==> src/rtl/cfgx_pkg.sv <==
package cfgx_pkg;
   // Sequencer state of the translator
   typedef enum logic {
      ST_IDLE = 1'b0,
      ST_WAIT = 1'b1
   } xlat_st_e;

   // Where an accepted access goes
   typedef enum logic [1:0] {
      K_LOCAL_ONES = 2'd0,
      K_INDEX      = 2'd1,
      K_TARGET     = 2'd2
   } acc_kind_e;
endpackage

==> src/rtl/cfgx_idsel_enc.sv <==
// Lowest-set-bit encoder; all-zero input yields N.
module cfgx_idsel_enc #(
   parameter int N = 11,
   parameter int W = 5
) (
   input  logic [N-1:0] sel,
   output logic [W-1:0] dev
);
   always_comb begin
      dev = W'(N);
      for (int i = N - 1; i >= 0; i--) begin
         if (sel[i]) dev = W'(i);
      end
   end
endmodule

==> src/rtl/cfgx_lane_mask.sv <==
// Byte-enable generation from offset and size code.
module cfgx_lane_mask #(
   parameter int BYTES = 4,
   parameter int OFS_W = 2
) (
   input  logic [OFS_W-1:0] off,
   input  logic [1:0]       size,
   output logic [BYTES-1:0] be
);
   localparam int MW = 2 * BYTES;
   logic [MW-1:0] span;
   logic [MW-1:0] moved;

   for (genvar b = 0; b < MW; b++) begin : g_span
      if (b < BYTES) begin : g_low
         assign span[b] = (b < (1 << size));
      end else begin : g_high
         assign span[b] = 1'b0;
      end
   end

   assign moved = span << off;
   assign be    = moved[BYTES-1:0];
endmodule

==> src/rtl/cfgx_wr_align.sv <==
// Moves right-aligned write data onto its byte lanes.
module cfgx_wr_align #(
   parameter int DW    = 32,
   parameter int OFS_W = 2
) (
   input  logic [OFS_W-1:0] off,
   input  logic [DW-1:0]    din,
   output logic [DW-1:0]    dout
);
   assign dout = din << {off, 3'b000};
endmodule

==> src/rtl/cfgx_rd_extract.sv <==
// Right-aligns a read dword and zeroes bytes beyond the access size.
module cfgx_rd_extract #(
   parameter int DW    = 32,
   parameter int BYTES = 4,
   parameter int OFS_W = 2
) (
   input  logic [OFS_W-1:0] off,
   input  logic [1:0]       size,
   input  logic [DW-1:0]    dword,
   output logic [DW-1:0]    dout
);
   logic [DW-1:0] shifted;
   assign shifted = dword >> {off, 3'b000};

   for (genvar b = 0; b < BYTES; b++) begin : g_lane
      assign dout[8*b +: 8] = (b < (1 << size)) ? shifted[8*b +: 8] : 8'h00;
   end
endmodule

==> src/rtl/cfg_addr_xlat.sv <==
module cfg_addr_xlat
   import cfgx_pkg::*;
#(
   parameter int            AW       = 32,
   parameter int            DW       = 32,
   parameter int            IO_W     = 16,
   parameter int            WIN_BITS = 22,
   parameter logic [AW-1:0] WIN_BASE = 32'h8080_0000,
   parameter int            IDSEL_LO = 11,
   parameter int            IDSEL_N  = 11,
   parameter logic [IO_W-1:0] IDX_OFS = 16'h0CF8,
   parameter logic [IO_W-1:0] DAT_OFS = 16'h0CFC
) (
   input  logic                 clk,
   input  logic                 rst_n,
   input  logic                 cpu_req,
   input  logic                 cpu_io,
   input  logic                 cpu_wr,
   input  logic [1:0]           cpu_size,
   input  logic [AW-1:0]        cpu_addr,
   input  logic [DW-1:0]        cpu_wdata,
   output logic                 cpu_done,
   output logic [DW-1:0]        cpu_rdata,
   output logic                 cfg_req,
   output logic                 cfg_wr,
   output logic [IDSEL_LO+4:0]  cfg_addr,
   output logic [DW/8-1:0]      cfg_be,
   output logic [DW-1:0]        cfg_wdata,
   input  logic                 cfg_ack,
   input  logic                 cfg_miss,
   input  logic [DW-1:0]        cfg_rdata
);
   localparam int BYTES  = DW / 8;
   localparam int OFS_W  = $clog2(BYTES);
   localparam int DEV_W  = 5;
   localparam int CA_W   = DEV_W + IDSEL_LO;
   localparam int EN_BIT = DW - 1;
   localparam int BUS_LO = 16;
   localparam int BUS_HI = 23;

   // Elaboration-time parameter checks
   if (DW != 32) begin : g_chk_dw
      $error("cfg_addr_xlat: index register layout needs DW == 32");
   end
   if (IDSEL_LO + IDSEL_N > WIN_BITS) begin : g_chk_win
      $error("cfg_addr_xlat: select bits exceed the window");
   end
   if (IDSEL_N + 1 > (1 << DEV_W)) begin : g_chk_dev
      $error("cfg_addr_xlat: device field too narrow");
   end
   if (WIN_BITS >= AW || IO_W > AW) begin : g_chk_aw
      $error("cfg_addr_xlat: address width too small");
   end
   if (WIN_BASE[WIN_BITS-1:0] != '0) begin : g_chk_base
      $error("cfg_addr_xlat: window base not aligned to window size");
   end

   // Decode of the incoming access
   logic             win_hit, idx_hit, dat_hit, idx_en;
   logic [DEV_W-1:0] dev_num;
   logic [CA_W-1:0]  addr_mem, addr_io;
   acc_kind_e        kind;

   assign win_hit = !cpu_io && (cpu_addr[AW-1:WIN_BITS] == WIN_BASE[AW-1:WIN_BITS]);
   assign idx_hit = cpu_io && (cpu_addr[IO_W-1:OFS_W] == IDX_OFS[IO_W-1:OFS_W]);
   assign dat_hit = cpu_io && (cpu_addr[IO_W-1:OFS_W] == DAT_OFS[IO_W-1:OFS_W]);

   cfgx_idsel_enc #(.N(IDSEL_N), .W(DEV_W)) u_enc (
      .sel (cpu_addr[IDSEL_LO+IDSEL_N-1:IDSEL_LO]),
      .dev (dev_num)
   );

   logic [DW-1:0] idx_q, idx_nx;
   assign idx_en   = idx_q[EN_BIT] && (idx_q[BUS_HI:BUS_LO] == '0);
   assign addr_mem = {dev_num, cpu_addr[IDSEL_LO-1:0]};
   assign addr_io  = {idx_q[CA_W-1:OFS_W], cpu_addr[OFS_W-1:0]};

   always_comb begin
      if (win_hit || (dat_hit && idx_en)) kind = K_TARGET;
      else if (idx_hit)                   kind = K_INDEX;
      else                                kind = K_LOCAL_ONES;
   end

   // Lane steering for the incoming access
   logic [BYTES-1:0] be_now;
   logic [DW-1:0]    wlane_now;

   cfgx_lane_mask #(.BYTES(BYTES), .OFS_W(OFS_W)) u_mask (
      .off  (cpu_addr[OFS_W-1:0]),
      .size (cpu_size),
      .be   (be_now)
   );

   cfgx_wr_align #(.DW(DW), .OFS_W(OFS_W)) u_walign (
      .off  (cpu_addr[OFS_W-1:0]),
      .din  (cpu_wdata),
      .dout (wlane_now)
   );

   // Index register update with byte lanes; low bits stay clear
   always_comb begin
      idx_nx = idx_q;
      for (int b = 0; b < BYTES; b++) begin
         if (be_now[b]) idx_nx[8*b +: 8] = wlane_now[8*b +: 8];
      end
      idx_nx[OFS_W-1:0] = '0;
   end

   // Sequencer
   xlat_st_e         st_q;
   logic [OFS_W-1:0] off_q;
   logic [1:0]       size_q;
   logic [DW-1:0]    dword_q;

   always_ff @(posedge clk) begin
      if (!rst_n) begin
         st_q      <= ST_IDLE;
         cfg_req   <= 1'b0;
         cfg_wr    <= 1'b0;
         cfg_addr  <= '0;
         cfg_be    <= '0;
         cfg_wdata <= '0;
         cpu_done  <= 1'b0;
         idx_q     <= '0;
         off_q     <= '0;
         size_q    <= '0;
         dword_q   <= '0;
      end else begin
         cpu_done <= 1'b0;
         unique case (st_q)
            ST_IDLE: begin
               if (cpu_req) begin
                  off_q  <= cpu_addr[OFS_W-1:0];
                  size_q <= cpu_size;
                  unique case (kind)
                     K_TARGET: begin
                        cfg_req   <= 1'b1;
                        cfg_wr    <= cpu_wr;
                        cfg_addr  <= win_hit ? addr_mem : addr_io;
                        cfg_be    <= be_now;
                        cfg_wdata <= wlane_now;
                        st_q      <= ST_WAIT;
                     end
                     K_INDEX: begin
                        cpu_done <= 1'b1;
                        dword_q  <= idx_q;
                        if (cpu_wr) idx_q <= idx_nx;
                     end
                     default: begin
                        cpu_done <= 1'b1;
                        dword_q  <= '1;
                     end
                  endcase
               end
            end
            ST_WAIT: begin
               if (cfg_ack) begin
                  cfg_req  <= 1'b0;
                  cpu_done <= 1'b1;
                  dword_q  <= cfg_miss ? '1 : cfg_rdata;
                  st_q     <= ST_IDLE;
               end
            end
            default: st_q <= ST_IDLE;
         endcase
      end
   end

   cfgx_rd_extract #(.DW(DW), .BYTES(BYTES), .OFS_W(OFS_W)) u_rext (
      .off   (off_q),
      .size  (size_q),
      .dword (dword_q),
      .dout  (cpu_rdata)
   );
endmodule

==> config.mk <==
export PLATFORM = sky130hd
export DESIGN_NAME = cfg_addr_xlat
export DESIGN_NICKNAME = d
export VERILOG_FILES = /design/src/rtl/cfgx_pkg.sv /design/src/rtl/cfgx_idsel_enc.sv /design/src/rtl/cfgx_lane_mask.sv /design/src/rtl/cfgx_wr_align.sv /design/src/rtl/cfgx_rd_extract.sv /design/src/rtl/cfg_addr_xlat.sv
export SDC_FILE = /design/constraint.sdc
export NUM_CORES = 1
export LEC_CHECK = 0
export ABC_AREA = 1
export CORE_ASPECT_RATIO = 0.6
export CORE_MARGIN = 4
export CORE_UTILIZATION = 24
export CTS_CLUSTER_SIZE = 24
export DETAILED_ROUTE_END_ITERATION = 16
export PLACE_DENSITY = 0.43
export SYNTH_ARGS = -nofsm -noshare
export SYNTH_HDL_FRONTEND = slang
export SYNTH_HIERARCHICAL = 1
export SYNTH_SLANG_ARGS = --single-unit
export TNS_END_PERCENT = 1
==> constraint.sdc <==
create_clock -name clk -period 2.4 [get_ports clk]
set_input_delay 0.36 -clock clk [delete_from_list [all_inputs] [get_ports clk]]
set_output_delay 0.36 -clock clk [all_outputs]
set_load 0.05 [all_outputs]
### Word level (Yosys, flattened, before mapping)

Cells that the tools add are included.

| word-level totals | value |
|---|---|
| ROM bits | 0 |
| output and inout bits | 87 |
| input bits | 105 |
| bits in writable memories | 0 |
| latch bits | 0 |
| logic and storage cells | 88 |
| register bits | 122 |
| memories | 0 |

| operators by class | value |
|---|---|
| order comparisons | 8 |
| equal/unequal tests | 9 |
| shift operators | 5 |
| mux-type cells | 35 |
| reductions and logical operators | 16 |
| add/subtract/negate cells | 0 |
| divide/modulo/power cells | 0 |
| $mul | 0 |
| bitwise operators | 1 |

Operator list:

| operator | count |
|---|---|
| less-than comparator 3 x 32 -> 1 bit, first input constant | 4 |
| case mux 32 bit (2 select lines) | 2 |
| 2-to-1 mux 32 bit | 3 |
| less-than comparator 1 x 32 -> 1 bit, first input constant | 2 |
| less-than comparator 2 x 32 -> 1 bit, first input constant | 2 |
| << shifter 1 x 2 -> 32 bit, first input constant | 2 |
| 2-to-1 mux 4 bit | 8 |
| 2-to-1 mux 8 bit | 4 |
| << shifter 32 x 5 -> 32 bit | 1 |
| >> shifter 32 x 5 -> 32 bit | 1 |
| equality test 14 x 10 -> 1 bit, second input constant | 2 |
| AND reduction 5 bit | 4 |
| 2-to-1 mux 16 bit | 1 |
| 2-to-1 mux 1 bit | 11 |
| equality test 10 bit, second input constant | 1 |
| AND reduction 3 bit | 3 |
| zero test 8 bit | 1 |
| 2-to-1 mux 2 bit | 3 |
| != test 2 bit, second input constant | 3 |
| case mux 1 bit (2 select lines) | 3 |
| logical AND 1 bit | 5 |
| << shifter 4 x 2 -> 4 bit | 1 |
| equality test 2 x 1 -> 1 bit, second input constant | 1 |
| equality test 2 bit, second input constant | 1 |
| 5 further kinds | 5 |

### Longest topological paths before layout

Gate-level depths: netlist of run 1.

| depth | value |
|---|---|
| depth in word-level cells | 12 |
| mapped depth | 16 |
| gate-level depth less buffers | 16 |

### Hierarchy

The synthesis of run 1 kept the hierarchy.

Modules (own cells, without submodules):

| module | area an instance (sq um) | sequential area each (sq um) | instances | cells each |
|---|---|---|---|---|
| cfg_addr_xlat | 5580.4 | 2442.3 | 1 | 807 |
| cfgx_rd_extract | 844.6 | 0.0 | 1 | 191 |
| cfgx_wr_align | 738.2 | 0.0 | 1 | 166 |
| cfgx_idsel_enc | 145.1 | 0.0 | 1 | 30 |
| cfgx_lane_mask | 41.3 | 0.0 | 1 | 10 |

### Worst setup path before layout of run 1

Ideal clock, no wire load.

| path | value |
|---|---|
| path type | register -> output |
| start | register off_q[0] |
| end | output port cpu_rdata[13] |
| slack | 0.659 ns |
| stages on the path, launching flop included | 8 |
| data arrival time | 1.381 ns |
| data required time | 2.040 ns |
| buffers on the path | 2 |
| cell sequence | dfxtp_1 -> buf_6 -> inv_8 -> buf_12 -> nand2_2 -> nand2_1 -> nand2_1 -> nor2_1 |

| between the ends | value |
|---|---|
| word-level cells in the longest chain between the ends | 2 |

RTL lines:

| element | RTL line | text |
|---|---|---|
| start: declaration | cfg_addr_xlat.sv:111 | `logic [OFS_W-1:0] off_q;` |
| start signal: assignment | cfg_addr_xlat.sv:133 | `off_q <= cpu_addr[OFS_W-1:0];` |
| >> shifter 32 x 5 -> 32 bit | cfgx_rd_extract.sv:13 | `assign shifted = dword >> {off, 3'b000};` |
| 2-to-1 mux 8 bit | cfgx_rd_extract.sv:16 | `assign dout[8*b +: 8] = (b < (1 << size)) ? shifted[8*b +: 8] : 8'h00;` |
| end: declaration | cfg_addr_xlat.sv:23 | `output logic [DW-1:0] cpu_rdata,` |

Every way passes these cells.

### Worst setup path after layout of run 1

| path | value |
|---|---|
| start | register off_q[0] |
| end | output port cpu_rdata[7] |

The elaborated chain is that of the path after synthesis.

==> flow_metrics.py, run 1 <==
metrics = {
    "run_status": {
        "status": "finished, final reports clean",
    },
    "logic_synthesis": {
        "syn-cell-area_um2": 7350,
        "synth_compound_area_share_pct": 11.5,
        "synth_mux_area_share_pct": 0,
        "syn_area_per_cell_um2": 6.10,
        "synth_top_family_by_area": "simple AND/OR/NAND/NOR gates",
        "yosys.area_share.adder_pct": 0,
        "synthArstFlopShare_pct": 0,
        "yosysWarnings": 6,
        "synth-simple-area-share_pct": 40.5,
        "synth_top_area_share_pct": 33.2,
        "synth_edf_count": 0,
        "ys_types": 36,
        "ys_seq_area_share_pct": 33.2,
        "synthXorXnorAreaFrac_pct": 0,
        "synthFlopType": "dfxtp_1",
        "syn_inst": 1204,
        "synth.area.top_cells": "dfxtp_1, nand2_1, nand3_1",
        "synth_top_area_cell": "dfxtp_1",
        "syn-num-nets": 1309,
        "ys_ff_latch": 122,
    },
    "sta": {
        "holdWs_ns": 0.277,
        "rsz0062_at_grt": "no",
        "fmax_mhz": 439,
        "relSlewSlack_pct": 59.2,
        "maxSlewViolCount": 0,
        "finalHoldViolations": 0,
        "finalSetupViolCount": 0,
        "final.setup_skew_ns": 0.00737,
        "fin_crit_ns": 2.28,
        "tightest_slew_ns": 0.613,
        "min_period_over_period_pct": 94.8,
        "tns_ns": 0,
    },
    "clock_tree": {
        "insertion_delay_ns": 0.43,
        "cts.clk_slew.worst_paths_ns": 0.06,
        "cts_root_buf": "clkbuf_16",
        "numCtsBuffers": 17,
        "cts_tree": "built",
        "numClockSinks": 122,
        "htreeDepth": 4,
        "ctsHoldBuffers": 0,
        "cts_setup_buffers": 0,
        "cts.repair.resized": 0,
        "clock_path_buffers": 2,
    },
    "flow_run": {
        "max_cap_violations": 0,
    },
    "place": {
        "post-dp-hpwl_um": 23000,
        "port-buffer-count": 191,
        "gp_congestion": 0.887,
    },
    "floorplanning": {
        "ioPinCount": 192,
        "core_area_um2": 30000,
        "dieWidth_um": 234,
        "initial_core_util_pct": 24.5,
        "rows": 49,
        "die_y_um": 144,
        "dieArea_um2": 33600,
    },
    "critical_path": {
        "path_max_fanout": 33,
        "crit_path_end_kind": "output port",
        "cp_data_arrival_time_ns": 1.92,
        "crit_type": "reg2out",
        "crit_end": "cpu_rdata[7]",
        "worstSetupStartpointType": "flip-flop",
        "reg2reg_from": "st_q$_SDFF_PN0_",
        "startpoint": "off_q[0]$_SDFFE_PN0P_",
        "cp.required_ns": 2.04,
        "rr_worst_depth": 6,
        "r2r_slack_ns": 0.59,
        "reg2reg_to": "dword_q[8]$_SDFFE_PN0P_",
    },
    "finish": {
        "fin_nets": 1486,
        "area_delta_synth_final_pct": 44.0,
        "final_common_cell": "nand2_1",
        "drive_above_1_share_pct": 10.6,
        "final_cell_mix": "nand2_1, nor2_1, clkdlybuf4s50_1",
    },
    "global_route": {
        "grt_use_total_pct": 17.5,
        "overflow": 0,
        "grt_max_degree": 66,
        "grt_pass1_wl_um": 45000,
        "antenna_found_initial": 1,
        "grt_pass1_vias": 7833,
    },
    "route": {
        "viasPerCell": 4.48,
        "drtIter0Drc": 645,
        "dr.pass1.iters": 5,
        "drc": 0,
        "avgRoutedWirePerCell_um": 16.4,
        "ant_nets": 0,
        "wl_um": 29500,
        "vias": 8075,
    },
    "power": {
        "vdd_drop_max_mv": 0.477,
        "clkPwrFrac_pct": 46.7,
        "p_comb_share_pct": 18.6,
        "p_sw_uw": 1650,
        "p_per_area_nw_per_um2": 574,
        "intPower_uw": 4420,
        "power_frac_seq_pct": 34.7,
        "leakage_uw": 0.00461,
        "p_sw_share_pct": 27.2,
    },
    "min_path": {
        "hp-class": "in2reg",
    },
}
==> sequential cells by signal (all words and copies together), names as in the netlist, 2 cells and up <==
name       flops
cfg_wdata     32
dword_q       32
idx_q         30
cfg_addr      16
cfg_be         4
off_q          2
size_q         2
==> power groups by stage <==
| stage | clock network, uW | registers, uW | logic, uW |
|---|---|---|---|
| CTS | 2900 | 2110 | 1130 |
| detailed placement | 0 | 2150 | 1130 |
| finish | 2840 | 2110 | 1130 |
| global placement | 0 | 2150 | 1130 |
| global route | 2980 | 2110 | 1220 |
| floorplan | 0 | 2140 | 607 |
==> through the flow <==
stage | instances | setup slack, ns | area [um2] | total power [uW] | util (%)
6_report | 1801 | 0.124 | 10600 | 6080 | 35.2
5_1_grt | 1801 | 0.0223 | 10600 | 6310 | 35.2
4_1_cts | 1800 | 0.136 | 10600 | 6140 | 35.2
3_5_place_dp | 1770 | 0.0867 | 9950 | 3280 | 33.1
3_3_place_gp | 1770 | 0.0802 | 9950 | 3280 | 33.1
2_1_floorplan | 1204 | 0.659 | 7350 | 2750 | -
==> critical path: stages (launching register included) <==
cell	delay, ns
dfxtp_1	0.35
buf_4	0.36
inv_8	0.14
nand2_1	0.11
nand3_1	0.17
nand2_1	0.17
buf_12	0.15
==> routing by layer <==
layer / up-vias / global-route usage (%) / wire length, um
met4: 0 / 3.69 / 312
li1: 4169 / - / -
met1: 3670 / 26.6 / 15600
met5: - / 0 / 0
met2: 220 / 24.4 / 11800
met3: 16 / 4.75 / 1880
==> final cells by class <==
class / count / area (um2)
clock buffer: 21 / 460
multi-input combinational: 857 / 3830
fill: 3332 / 19500
clock inverter: 9 / 170
inverter: 141 / 558
tap: 408 / 510
timing repair buffer: 242 / 2610
antenna: 1 / 2.50
sequential: 122 / 2440
==> cells by family after synthesis <==
family | count (synthesis)
AND/OR/NAND/NOR | 696
other | 1
flip-flops | 122
AO/OA/AOI/OAI | 160
buffers and inverters | 225
==> worst min path at each step <==
stage | start | to | slack, ns | cells after the start
finish | rst_n | dword_q[4]$_SDFFE_PN0P_ | 0.28 | 3
global route | rst_n | dword_q[11]$_SDFFE_PN0P_ | 0.27 | 3
CTS | rst_n | dword_q[11]$_SDFFE_PN0P_ | 0.25 | 3
detailed placement | cfg_wdata[18]$_SDFFE_PN0P_ | cfg_wdata[18]$_SDFFE_PN0P_ | 0.45 | 2
global placement | cfg_wdata[18]$_SDFFE_PN0P_ | cfg_wdata[18]$_SDFFE_PN0P_ | 0.45 | 2
floorplan | size_q[0]$_SDFFE_PN0P_ | size_q[0]$_SDFFE_PN0P_ | 0.45 | 2
==> cells in the mapped netlist, types with 3 or more instances <==
library cell	n
nand4_1	8
inv_1	131
nand2_1	327
clkbuf_1	21
nand3_1	157
a21oi_1	98
nor2_1	161
buf_6	14
nand2_2	11
o22ai_1	30
o21ai_0	28
buf_4	14
buf_2	27
buf_1	7
nor3_1	18
inv_2	6
dfxtp_1	122
nand2_4	3
(Power assumes the default switching activity.)
==> inputs of run 2 (changes only) <==
--- a/config.mk
+++ b/config.mk
@@ -6,12 +6,14 @@
 export NUM_CORES = 1
 export LEC_CHECK = 0
 export ABC_AREA = 1
+export CAP_MARGIN = 20
 export CORE_ASPECT_RATIO = 0.6
 export CORE_MARGIN = 4
 export CORE_UTILIZATION = 24
 export CTS_CLUSTER_SIZE = 24
 export DETAILED_ROUTE_END_ITERATION = 16
-export PLACE_DENSITY = 0.43
+export PLACE_DENSITY = 0.52
+export SETUP_SLACK_MARGIN = 0.3
 export SYNTH_ARGS = -nofsm -noshare
 export SYNTH_HDL_FRONTEND = slang
 export SYNTH_HIERARCHICAL = 1
==> run 2 against run 1 <==
Compared with the run above: worst setup slack better by 0.23 ns; critical path depth unchanged; cell area decreased by 1.6%; maximum frequency rose by 11%; hold slack worse by 0.050 ns; die area unchanged; clock skew rose by 0.0025 ns; combinational power hardly changed; highest routed layer unchanged; via count up 0.57%; clock power is 8.8% lower; non-clock buffer count fell by 15; sequential cell count unchanged.
==> flow_metrics.py, run 2 (synthesis results as in run 1) <==
metrics = {
    "critical_path": {
        "startpoint": "off_q[0]$_SDFFE_PN0P_",
        "reg2reg_to": "cfg_be[2]$_SDFFE_PN0P_",
        "critical-path-slowest-cell": "dfxtp_1",
        "path_max_fanout": 34,
        "crit_path_end_kind": "output port",
        "cp_data_arrival_time_ns": 1.68,
        "cp_common_cell": "nand2_1",
        "reg2reg_from": "idx_q[31]$_SDFFE_PN0P_",
        "cp.required_ns": 2.04,
        "crit_type": "reg2out",
        "worstSetupStartpointType": "flip-flop",
        "r2r_slack_ns": 0.55,
        "slowest_delay_ns": 0.34,
        "rr_worst_depth": 10,
        "crit_end": "cpu_rdata[7]",
        "path_cells": "buf_8 > inv_8 > nand2_1 > nand3_1 > nand2_1 > buf_12",
    },
    "floorplanning": {
        "dieWidth_um": 234,
        "ioPinCount": 192,
        "core_area_um2": 30000,
        "initial_core_util_pct": 24.5,
        "rows": 49,
        "dieArea_um2": 33600,
        "die_y_um": 144,
    },
    "route": {
        "wl_um": 28500,
        "ant_nets": 0,
        "dr.pass1.iters": 5,
        "avgRoutedWirePerCell_um": 15.9,
        "viasPerCell": 4.54,
        "drc": 0,
        "vias": 8121,
        "drtIter0Drc": 600,
    },
    "finish": {
        "n_antenna_cell": 0,
        "area_delta_synth_final_pct": 41.7,
        "n_fill_cell": 3260,
        "drive_above_1_share_pct": 10.2,
        "fin_nets": 1471,
        "register_area_um2": 2440,
        "multiInputGateArea_um2": 3840,
        "largestRegisters": "cfg_wdata (32), dword_q (32), idx_q (30)",
        "final_cell_mix": "nand2_1, nor2_1, clkdlybuf4s50_1",
        "final_common_cell": "nand2_1",
    },
    "place": {
        "post-dp-hpwl_um": 22200,
        "place_ws_ns": 0.102,
        "gp_congestion": 0.901,
        "port-buffer-count": 191,
    },
    "sta": {
        "rsz0062_at_grt": "yes",
        "min_period_over_period_pct": 85.1,
        "tightest_slew_ns": 0.620,
        "maxSlewViolCount": 0,
        "relSlewSlack_pct": 58.7,
        "finalHoldViolations": 0,
        "final.setup_skew_ns": 0.00984,
        "fmax_mhz": 489,
        "finalSetupViolCount": 0,
        "worst_slack_ns": 0.357,
        "fin_crit_ns": 2.04,
        "tns_ns": 0,
    },
    "power": {
        "p_comb_share_pct": 19.2,
        "p_sw_share_pct": 29.4,
        "p_sw_uw": 1710,
        "power_frac_seq_pct": 36.2,
        "leakage_uw": 0.00451,
        "vdd_drop_max_mv": 0.396,
        "clkPwrFrac_pct": 44.6,
        "intPower_uw": 4110,
        "p_per_area_nw_per_um2": 558,
    },
    "global_route": {
        "antenna_found_initial": 0,
        "grt_pass1_wl_um": 43300,
        "grt_use_total_pct": 16.8,
        "grt_pass1_vias": 7637,
        "overflow": 0,
        "grt_max_degree": 51,
    },
    "flow_run": {
        "max_cap_violations": 0,
    },
    "clock_tree": {
        "clock_path_buffers": 2,
        "numClockSinks": 122,
        "cts_tree": "built",
        "insertion_delay_ns": 0.43,
        "numCtsBuffers": 17,
        "htreeDepth": 4,
        "cts.clk_slew.worst_paths_ns": 0.06,
        "ctsHoldBuffers": 0,
        "cts_root_buf": "clkbuf_16",
    },
    "min_path": {
        "hp-start": "rst_n",
        "hp-class": "in2reg",
    },
    "run_status": {
        "status": "finished, final reports clean",
    },
}
-- run 2: cell types whose count changed in the layout (fill, tap and decap cells not counted), sizes merged --
cell | before | now
buf | 84 | 69
bufinv | 6 | 3
clkbuf | 21 | 19
clkinv | 4 | 7
clkinvlp | 0 | 1
diode | 1 | 0
inv | 140 | 143
-- run 2: final cells by class --
| cell class | instances | area share [%] |
|---|---|---|
| Tap cell | 408 | 4.90 |
| Clock inverter | 13 | 1.38 |
| Sequential cell | 122 | 23.5 |
| Multi-Input combinational cell | 857 | 36.8 |
| Inverter | 141 | 5.36 |
| Clock buffer | 19 | 4.25 |
| Timing Repair Buffer | 227 | 23.8 |
-- run 2: power groups by stage --
stage,combinational [uW],sequential [uW],clock (uW)
final,1110,2110,2590
after global routing,1200,2110,2740
after floorplan,607,2140,0
after CTS,1110,2110,2640
after detailed placement,1110,2150,0
after global placement,1100,2150,0
-- run 2: critical path: cells and delay by family, from the launching register on --
family,cells,cell delay (ns)
flops,1,0.34
simple gates,3,0.41
buf+inv,3,0.49
-- run 2: how the worst min path moves through the flow --
stage                     cells after the start  slack (ns)                          to
after floorplan                               2        0.45      size_q[0]$_SDFFE_PN0P_
after global placement                        2        0.45  cfg_wdata[17]$_SDFFE_PN0P_
after CTS                                     3        0.20   cfg_addr[15]$_SDFFE_PN0P_
final                                         3        0.23   cfg_addr[15]$_SDFFE_PN0P_
after global routing                          3        0.20   cfg_addr[15]$_SDFFE_PN0P_
after detailed placement                      2        0.46  cfg_wdata[10]$_SDFFE_PN0P_
-- run 2: what timing repair did --
| item | 4_1_cts | 5_1_grt |
|---|---|---|
| setup buffers | 0 | 0 |
| gates resized for setup | 1 | 5 |
| pin swaps | 0 | 0 |
| endpoints found under the setup margin | 18 | 26 |
-- run 2: through the flow --
step / instance area [um2] / hold slack, ns / total power (uW) / std cells / util [%]
after floorplan: 7350 / 0.447 / 2750 / 1204 / -
after global placement: 9810 / 0.451 / 3260 / 1755 / 32.7
after detailed placement: 9810 / 0.455 / 3260 / 1755 / 32.7
after CTS: 10400 / 0.197 / 5860 / 1787 / 34.6
after global routing: 10400 / 0.205 / 6060 / 1787 / 34.7
final: 10400 / 0.227 / 5820 / 1787 / 34.7
-- run 2: layer usage --
metal | part of all wire [%] | routed length [um] | vias up | track usage, %
li1 | - | - | 4149 | -
met3 | 6.3 | 1800 | 26 | 4.40
met2 | 41 | 11600 | 249 | 24.2
met1 | 52 | 14800 | 3697 | 24.9
met4 | 1.2 | 329 | 0 | 3.75
met5 | 0 | 0 | - | 0
